`src/rtl/auto_inc_regfile_pkg.sv`:
```
package auto_inc_regfile_pkg;

    localparam int NUM_REGS = 7;
    localparam int DW       = 8;
    localparam int AW       = 5;
    localparam int FLAT_W   = NUM_REGS * DW;

    typedef logic [AW-1:0] ptr_t;
    typedef logic [DW-1:0] byte_t;

    localparam ptr_t LAST_IDX = ptr_t'(NUM_REGS - 1);
    localparam ptr_t NUM_IDX  = ptr_t'(NUM_REGS);

    typedef enum logic [1:0] {
        PH_IDLE = 2'd0,
        PH_PTR  = 2'd1,
        PH_DATA = 2'd2
    } phase_e;

    typedef struct packed {
        logic  en;
        ptr_t  addr;
        byte_t data;
    } wr_req_t;

    function automatic byte_t reg_default(input int unsigned idx);
        byte_t v;
        case (idx)
            0:       v = byte_t'(8'h80);
            1:       v = byte_t'(8'h20);
            3, 4, 5: v = byte_t'(8'h10);
            default: v = '0;
        endcase
        return v;
    endfunction

    function automatic logic [FLAT_W-1:0] all_defaults();
        logic [FLAT_W-1:0] v;
        v = '0;
        for (int i = 0; i < NUM_REGS; i++) begin
            v[i*DW +: DW] = reg_default(i);
        end
        return v;
    endfunction

    // Advance with wrap: anything at or past the last register goes to 0
    function automatic ptr_t ptr_next(input ptr_t p);
        return (p >= LAST_IDX) ? '0 : ptr_t'(p + ptr_t'(1));
    endfunction

endpackage

```
`src/rtl/cr_seq.sv`:
```
module cr_seq
    import auto_inc_regfile_pkg::*;
(
    input  logic    clk,
    input  logic    rst,
    input  logic    pdn_n,
    input  logic    bus_start,
    input  logic    bus_stop,
    input  logic    rx_valid,
    input  byte_t   rx_data,
    input  logic    rd_ack,
    output ptr_t    ptr_q,
    output wr_req_t wr,
    output logic    ack_q
);

    phase_e phase_q;
    logic   byte_live;

    // A byte counts only when no start/stop marker shares its cycle
    assign byte_live = rx_valid && !bus_start && !bus_stop;

    always_ff @(posedge clk) begin
        if (rst || !pdn_n) begin
            phase_q <= PH_IDLE;
            ptr_q   <= '0;
            ack_q   <= 1'b0;
        end else begin
            ack_q <= 1'b0;
            if (bus_start) begin
                phase_q <= PH_PTR;
            end else if (bus_stop) begin
                phase_q <= PH_IDLE;
            end else if (rx_valid) begin
                case (phase_q)
                    PH_PTR: begin
                        ptr_q   <= rx_data[AW-1:0];
                        phase_q <= PH_DATA;
                        ack_q   <= 1'b1;
                    end
                    PH_DATA: begin
                        ptr_q <= ptr_next(ptr_q);
                        ack_q <= 1'b1;
                    end
                    default: ;
                endcase
            end else if (rd_ack) begin
                ptr_q <= ptr_next(ptr_q);
            end
        end
    end

    always_comb begin
        wr.en   = byte_live && (phase_q == PH_DATA) && (ptr_q < NUM_IDX);
        wr.addr = ptr_q;
        wr.data = rx_data;
    end

endmodule

```
`src/rtl/cr_bank.sv`:
```
module cr_bank
    import auto_inc_regfile_pkg::*;
(
    input  logic              clk,
    input  logic              rst,
    input  logic              pdn_n,
    input  wr_req_t           wr,
    output logic [FLAT_W-1:0] regs_o
);

    genvar g;
    generate
        for (g = 0; g < NUM_REGS; g++) begin : g_reg
            byte_t q_r;
            always_ff @(posedge clk) begin
                if (rst || !pdn_n) begin
                    q_r <= reg_default(g);
                end else if (wr.en && (wr.addr == ptr_t'(g))) begin
                    q_r <= wr.data;
                end
            end
            assign regs_o[g*DW +: DW] = q_r;
        end
    endgenerate

endmodule

```
`src/rtl/cr_readout.sv`:
```
module cr_readout
    import auto_inc_regfile_pkg::*;
(
    input  logic              clk,
    input  logic              rst,
    input  logic              pdn_n,
    input  logic              rd_req,
    input  ptr_t              ptr,
    input  logic [FLAT_W-1:0] regs,
    output logic              rd_valid,
    output byte_t             rd_data
);

    byte_t sel;

    always_comb begin
        sel = '0;
        for (int i = 0; i < NUM_REGS; i++) begin
            if (ptr == ptr_t'(i)) sel = regs[i*DW +: DW];
        end
    end

    always_ff @(posedge clk) begin
        if (rst || !pdn_n) begin
            rd_valid <= 1'b0;
            rd_data  <= '0;
        end else begin
            rd_valid <= rd_req;
            if (rd_req) rd_data <= sel;
        end
    end

endmodule

```
`src/rtl/auto_inc_regfile.sv`:
```
module auto_inc_regfile
    import auto_inc_regfile_pkg::*;
(
    input  logic              clk,
    input  logic              rst,
    input  logic              pdn_n,
    input  logic              bus_start,
    input  logic              bus_stop,
    input  logic              rx_valid,
    input  logic [DW-1:0]     rx_data,
    input  logic              rd_req,
    input  logic              rd_ack,
    output logic              ack,
    output logic              rd_valid,
    output logic [DW-1:0]     rd_data,
    output logic [FLAT_W-1:0] ctrl_regs
);

    ptr_t    ptr_q;
    wr_req_t wr;

    cr_seq u_seq (
        .clk       (clk),
        .rst       (rst),
        .pdn_n     (pdn_n),
        .bus_start (bus_start),
        .bus_stop  (bus_stop),
        .rx_valid  (rx_valid),
        .rx_data   (rx_data),
        .rd_ack    (rd_ack),
        .ptr_q     (ptr_q),
        .wr        (wr),
        .ack_q     (ack)
    );

    cr_bank u_bank (
        .clk    (clk),
        .rst    (rst),
        .pdn_n  (pdn_n),
        .wr     (wr),
        .regs_o (ctrl_regs)
    );

    cr_readout u_rd (
        .clk      (clk),
        .rst      (rst),
        .pdn_n    (pdn_n),
        .rd_req   (rd_req),
        .ptr      (ptr_q),
        .regs     (ctrl_regs),
        .rd_valid (rd_valid),
        .rd_data  (rd_data)
    );

endmodule

```
`config.mk`:
```
export PLATFORM = sky130hd
export DESIGN_NAME = auto_inc_regfile
export DESIGN_NICKNAME = d
export VERILOG_FILES = /design/src/rtl/auto_inc_regfile_pkg.sv /design/src/rtl/cr_seq.sv /design/src/rtl/cr_bank.sv /design/src/rtl/cr_readout.sv /design/src/rtl/auto_inc_regfile.sv
export SDC_FILE = /design/constraint.sdc
export NUM_CORES = 1
export LEC_CHECK = 0
export ABC_AREA = 0
export BUFFER_PORTS_ARGS = -buffer_cell sky130_fd_sc_hd__buf_2
export CORE_MARGIN = 4
export CORE_UTILIZATION = 51
export DETAILED_ROUTE_END_ITERATION = 10
export PLACE_DENSITY = 0.84
export SYNTH_ARGS = -nofsm -noshare
export SYNTH_HDL_FRONTEND = slang
export SYNTH_SLANG_ARGS = --single-unit
```
`constraint.sdc`:
```
create_clock -name clk -period 2.15 [get_ports clk]
set_clock_uncertainty 0.2 [all_clocks]
set_input_delay 0.43 -clock clk [delete_from_list [all_inputs] [get_ports clk]]
set_output_delay 0.43 -clock clk [all_outputs]
set_load 0.1 [all_outputs]
```
==> impl_metrics.env, run 1 <==
export IMPL_wl_mm=9.11
export IMPL_fin_crit_ns=2.01
export IMPL_n_fill_cell=505
export IMPL_drt_wirelength_per_cell_um=17.0
export IMPL_viasPerCell=5.94
export IMPL_netlist_area_um2=3320
export IMPL_synth_top_cell_by_area="dfxtp_1"
export IMPL_p_leak_nw=1.70
export IMPL_drc_errors=0
export IMPL_startpoint_type="flip-flop"
export IMPL_diodes=0
export IMPL_power_w=0.00294
export IMPL_antenna_found_initial=0
export IMPL_grt_pass1_wl_mm=14.6
export IMPL_ys_async_sr_fraction_pct=0
export IMPL_synth_top_area_share_pct=44.0
export IMPL_antenna_left=0
export IMPL_cts_tree="yes"
export IMPL_grt_setup_unrepaired="no"
export IMPL_syn_area_per_cell_um2=8.82
export IMPL_finalHoldViolCount=0
export IMPL_synth_distinct_cells=42
export IMPL_start_util_pct=52.3
export IMPL_fin_setup_tns_ns=0
export IMPL_ios=82
export IMPL_synth_enable_flop_cells=0
export IMPL_cts_made_buffers=9
export IMPL_wl_met1_mm=3.92
export IMPL_grt_max_degree=27
export IMPL_report_final_setup_viol=0
export IMPL_drtPass1Iterations=6
export IMPL_cts_path_max_buffers=2
export IMPL_drv_cap=0
export IMPL_dp_slack_ns=0.177
export IMPL_syn_inst=376
export IMPL_crit_fanout=14
export IMPL_fp_dieW_um=88.7
export IMPL_tightest_slew_ns=0.600
export IMPL_finalMaxSlewViolations=0
export IMPL_powerDensity_nw_per_um2=725
export IMPL_cts_root_buffer="clkbuf_8"
export IMPL_cts_sinks=73
export IMPL_ys_seq_elements=73
export IMPL_core_um2=6350
export IMPL_ys_flop_type="dfxtp_1"
export IMPL_status="complete, no violations"
export IMPL_rows=29
export IMPL_port_buffers=81
export IMPL_grt_overflow_total=0
export IMPL_clkLatencyLatePin_ns=0.36
export IMPL_dieArea_um2=7860
export IMPL_synthTopCellsByArea="dfxtp_1 44%, nand3_1 6.0%, o21ai_1 5.4%"
export IMPL_top_layer="met4"
export IMPL_ys_seq_area_share_pct=44.0
export IMPL_layout_setup_ws_ns=0.144
export IMPL_cp_end_kind="flip-flop"
export IMPL_htreeDepth=3
export IMPL_grt_total_usage_pct=23.9
export IMPL_dpl_hpwl_mm=6.69
export IMPL_cts_hold_buf=0
export IMPL_drive_above_1_share_pct=28.1
export IMPL_synthToLayoutAreaGrowth_pct=22.3
export IMPL_route_met3_wl_um=960
export IMPL_relSlewSlack_pct=60.0
export IMPL_synth_most_common_cell="dfxtp_1"
export IMPL_vdd_drop_max_mv=0.550
export IMPL_cp_data_arrival_time_ns=2.06
export IMPL_grt_pass1_vias=3013
export IMPL_synthesis_nets=398
export IMPL_period_share_pct=93.3
export IMPL_hold_class="in2reg"
export IMPL_synthTopCellsByCount="73 x dfxtp_1, 40 x nand3_1, 36 x o21ai_1"
export IMPL_drt_iter0_drc=202
export IMPL_gp_congestion=0.886
export IMPL_dr_total_vias=3184
export IMPL_dr_wl_met2_mm=4.03
export IMPL_die_y_um=88.7
export IMPL_yosys_warnings=0
export IMPL_crit_type="reg2reg"
export IMPL_fmax_mhz=499
export IMPL_worst_ep_required_time_ns=2.21
export IMPL_nets=476
export IMPL_clk_pin_slew_ns=0.08
through the flow:
step | hold WS [ns] | std cells | utilization [%] | area, um^2
after floorplan | 0.248 | 376 | - | 3320
after global placement | 0.260 | 520 | 59.6 | 3790
after detailed placement | 0.265 | 520 | 59.6 | 3790
after CTS | 0.106 | 536 | 63.8 | 4050
after global routing | 0.122 | 536 | 63.9 | 4060
final | 0.113 | 536 | 63.9 | 4060
path summary, 6_finish.rpt:
kind	to	cells after the start	slack (ns)	startpoint
worst min register to register	u_bank.g_reg[2].q_r[6]$_SDFFE_PP0P_	2	0.28	u_bank.g_reg[2].q_r[6]$_SDFFE_PP0P_
worst max register to register	u_rd.rd_data[5]$_SDFFE_PP0P_	5	0.14	u_seq.ptr_q[1]$_SDFFE_PP0P_
worst max-delay path	u_rd.rd_data[5]$_SDFFE_PP0P_	5	0.14	u_seq.ptr_q[1]$_SDFFE_PP0P_
worst min-delay path	u_seq.phase_q[0]$_SDFFE_PP0P_	3	0.11	bus_start
cell type report:
type / count / area (um^2) / share of cell area, %
Multi-Input combinational cell: 266 / 1690 / 41.6
Sequential cell: 73 / 1460 / 36.0
Timing Repair Buffer: 96 / 518 / 12.8
Clock inverter: 7 / 141 / 3.48
Clock buffer: 9 / 124 / 3.05
Tap cell: 77 / 96.3 / 2.37
Inverter: 8 / 30.0 / 0.740
layout by cell type, fill, tap and decap left out, types with 2 or more instances in the layout:
| cell type | count |
|---|---|
| inv_1 | 8 |
| ha_1 | 6 |
| nand3_1 | 40 |
| a21oi_1 | 23 |
| nand4_1 | 2 |
| o21ai_1 | 36 |
| o22ai_1 | 7 |
| bufinv_16 | 4 |
| nor2b_1 | 10 |
| a31o_1 | 6 |
| mux2i_1 | 5 |
| o21ai_0 | 10 |
| a221o_1 | 6 |
| nor3_1 | 4 |
| nand2b_1 | 9 |
| and3_1 | 3 |
| nor2_1 | 24 |
| buf_2 | 81 |
| o32ai_1 | 7 |
| a31o_2 | 4 |
| clkbuf_8 | 9 |
| buf_4 | 15 |
| nand4_4 | 7 |
| dfxtp_1 | 73 |
| a31oi_1 | 8 |
| nand2_1 | 27 |
| nand3b_1 | 7 |
repair_timing:
action / 4_1_cts / 5_1_grt
endpoints found under the setup margin: 0 / 1
endpoints found under the hold margin: 0 / 0
gates resized for setup: 0 / 1
buffers inserted: 0 / 0
flip-flops by register name (all words and copies together), names as in the netlist:
signal,count
u_seq.phase_q,2
u_seq.ptr_q,5
u_rd.rd_valid,1
u_rd.rd_data,8
u_seq.ack_q,1
u_bank.g.q_r,56
cell families after synthesis:
kind of cell | count (synthesis) | share of synthesized area [%]
AO/OA/AOI/OAI | 114 | 21.5
adder cells (fa/ha/maj) | 6 | 2.26
buffers and inverters | 37 | 5.51
flip-flops | 73 | 44.0
multiplexers | 5 | 1.51
AND/OR/NAND/NOR | 141 | 25.2
worst max-delay path: stages (launching register included):
cell,delay [ns]
dfxtp_1,0.44
ha_1,0.39
buf_4,0.26
and3_1,0.32
a21oi_1,0.13
o32ai_1,0.16
report_power, final:
part / total (W) / switching [W] / leakage [nW] / internal, W
Clock: 0.00141 / 0.000525 / 0.130 / 0.000890
Combinational: 0.000169 / 0.000120 / 0.983 / 0.0000486
Sequential: 0.00136 / 0.00000396 / 0.589 / 0.00136
Total: 0.00294 / 0.000649 / 1.70 / 0.00229
per-layer routing:
metal  vias up  track usage, %
met5         -               0
met4         0            10.0
met3        21            7.64
met2       167            37.4
met1      1466            30.4
li1       1530               -
Note: power is estimated with default switching activity, not from simulation.
==> run 2: changes to the inputs <==
- BUFFER_PORTS_ARGS: -buffer_cell sky130_fd_sc_hd__buf_2 -> unset
- DONT_BUFFER_PORTS: unset -> 1
- PLACE_DENSITY: 0.84 -> 0.73
==> run 2 against run 1 <==
Compared with the run above:
- sequential cell count stayed put
- power shrank 12%
- global-route usage increased by 0.86 points
- wire length rose by 3.8%
- utilization increased by 0.53 points
- die area unchanged
- critical path type unchanged
==> impl_metrics.env, run 2 (synthesis gave the netlist of run 1 again) <==
export IMPL_use_met1_pct=33.1
export IMPL_cp_end_kind="flip-flop"
export IMPL_antenna_found_initial=0
export IMPL_grt_met3_usage_pct=6.33
export IMPL_fin_crit_ns=2.09
export IMPL_vdd_drop_max_mv=0.463
export IMPL_crit_type="reg2reg"
export IMPL_fin_setup_tns_ns=0
export IMPL_worstPathCellList="inv_1 > ha_1 > nor2b_1 > buf_4 > a221o_1 > a31oi_1 > o32ai_1"
export IMPL_grt_pass1_vias=2955
export IMPL_nets=460
export IMPL_relSlewSlack_pct=70.6
export IMPL_max_stage_delay_ns=0.45
export IMPL_die_y_um=88.7
export IMPL_cts_made_buffers=9
export IMPL_wl_mm=9.45
export IMPL_layout_setup_ws_ns=0.0612
export IMPL_fmax_mhz=479
export IMPL_start_util_pct=52.3
export IMPL_cts_tree="yes"
export IMPL_clk_pin_slew_ns=0.08
export IMPL_grt_max_degree=31
export IMPL_grtUsageMet2_pct=38.8
export IMPL_final_area_um2=4090
export IMPL_cp_data_arrival_time_ns=2.10
export IMPL_drive_above_1_share_pct=24.8
export IMPL_dp_cells=502
export IMPL_tightest_slew_ns=0.438
export IMPL_n_fill_cell=527
export IMPL_drv_cap=0
export IMPL_reg_top3="u_bank.g.q_r x56, u_rd.rd_data x8, u_seq.ptr_q x5"
export IMPL_core_um2=6350
export IMPL_antenna_left=0
export IMPL_cts_sinks=73
export IMPL_clkLatencyLatePin_ns=0.35
export IMPL_final_cell_mix="77 x buf_4, 73 x dfxtp_1, 40 x nand3_1, 36 x o21ai_1, 27 x nand2_1"
export IMPL_drt_iter0_drc=252
export IMPL_ios=82
export IMPL_grt_overflow_total=0
export IMPL_holdWs_ns=0.0301
export IMPL_grt_busiest_layer="met2"
export IMPL_finalMaxSlewViolations=0
export IMPL_hold_class="in2reg"
export IMPL_dpl_hpwl_mm=6.86
export IMPL_dr_total_vias=3165
export IMPL_report_final_setup_viol=0
export IMPL_rows=29
export IMPL_final_common_cell="buf_4"
export IMPL_synthToLayoutAreaGrowth_pct=23.3
export IMPL_status="complete, no violations"
export IMPL_p_leak_nw=1.61
export IMPL_finalHoldViolCount=0
export IMPL_drt_wirelength_per_cell_um=18.2
export IMPL_dieArea_um2=7860
export IMPL_crit_slowest_cell="dfxtp_1"
export IMPL_drtPass1Iterations=5
export IMPL_dp_slack_ns=-0.0499
export IMPL_dpl_cell_area_um2=3870
export IMPL_port_buffers=0
export IMPL_diodes=0
export IMPL_regMostFlops="u_bank.g.q_r"
export IMPL_worst_ep_required_time_ns=2.16
export IMPL_startpoint_type="flip-flop"
export IMPL_powerDensity_nw_per_um2=636
export IMPL_cts_path_max_buffers=2
export IMPL_grt_pass1_wl_mm=15.1
export IMPL_final_cells=520
export IMPL_htreeDepth=3
export IMPL_cts_root_buffer="clkbuf_8"
export IMPL_fp_dieW_um=88.7
export IMPL_grt_total_usage_pct=24.8
export IMPL_period_share_pct=97.2
export IMPL_grt_setup_unrepaired="no"
export IMPL_drc_errors=0
export IMPL_largest_reg_flops=56
export IMPL_gp_congestion=0.903
export IMPL_crit_fanout=8
export IMPL_viasPerCell=6.09
==> run 2: routing by layer <==
layer  part of all wire [%]  vias up
li1                       -     1506
met1                     42     1468
met2                     46      173
met3                     11       18
met4                    1.7        0
met5                      0        -
==> run 2: path summary, 6_finish.rpt <==
check / endpoint / cells past startpoint / slack, ns / from
max reg2reg: u_rd.rd_data[0]$_SDFFE_PP0P_ / 7 / 0.06 / u_seq.ptr_q[0]$_SDFFE_PP0P_
max: u_rd.rd_data[0]$_SDFFE_PP0P_ / 7 / 0.06 / u_seq.ptr_q[0]$_SDFFE_PP0P_
min: u_seq.ptr_q[3]$_SDFFE_PP0P_ / 2 / 0.03 / rx_data[3]
min reg2reg: u_bank.g_reg[4].q_r[6]$_SDFFE_PP0P_ / 2 / 0.27 / u_bank.g_reg[4].q_r[6]$_SDFFE_PP0P_
==> run 2: layout make-up <==
| class | count | area (um^2) | share of cell area, % |
|---|---|---|---|
| Tap cell | 77 | 96.3 | 2.35 |
| Timing Repair Buffer | 80 | 618 | 15.1 |
| Multi-Input combinational cell | 266 | 1680 | 41.1 |
| Sequential cell | 73 | 1460 | 35.7 |
| Clock inverter | 5 | 63.8 | 1.56 |
| Inverter | 8 | 30.0 | 0.734 |
| Clock buffer | 11 | 141 | 3.45 |
==> run 2: critical path, delay by kind of cell, from the launching register on <==
family / cells / cell delay, ns
flip-flops: 1 / 0.45
AO/OA/AOI/OAI: 3 / 0.67
AND/OR/NAND/NOR: 1 / 0.13
adder cells (fa/ha/maj): 1 / 0.23
buffers and inverters: 2 / 0.29
==> run 2: stage by stage <==
step	power, W	util, %
2_1_floorplan	0.00150	-
3_3_place_gp	0.00153	60.9
3_5_place_dp	0.00153	60.9
4_1_cts	0.00262	64.5
5_1_grt	0.00269	64.5
6_report	0.00260	64.5
==> run 2: what timing repair did <==
item	CTS	global route
hold buffers	2	0
hold endpoints to repair	2	0
buffers inserted	0	0
gates resized for setup	1	0
setup endpoints to repair	17	0
==> run 2: power breakdown <==
group,switching [W],internal (W),leakage (nW)
clock network,0.000517,0.000576,0.100
logic,0.000106,0.0000422,0.917
registers,0.00000404,0.00136,0.589
total,0.000628,0.00197,1.61
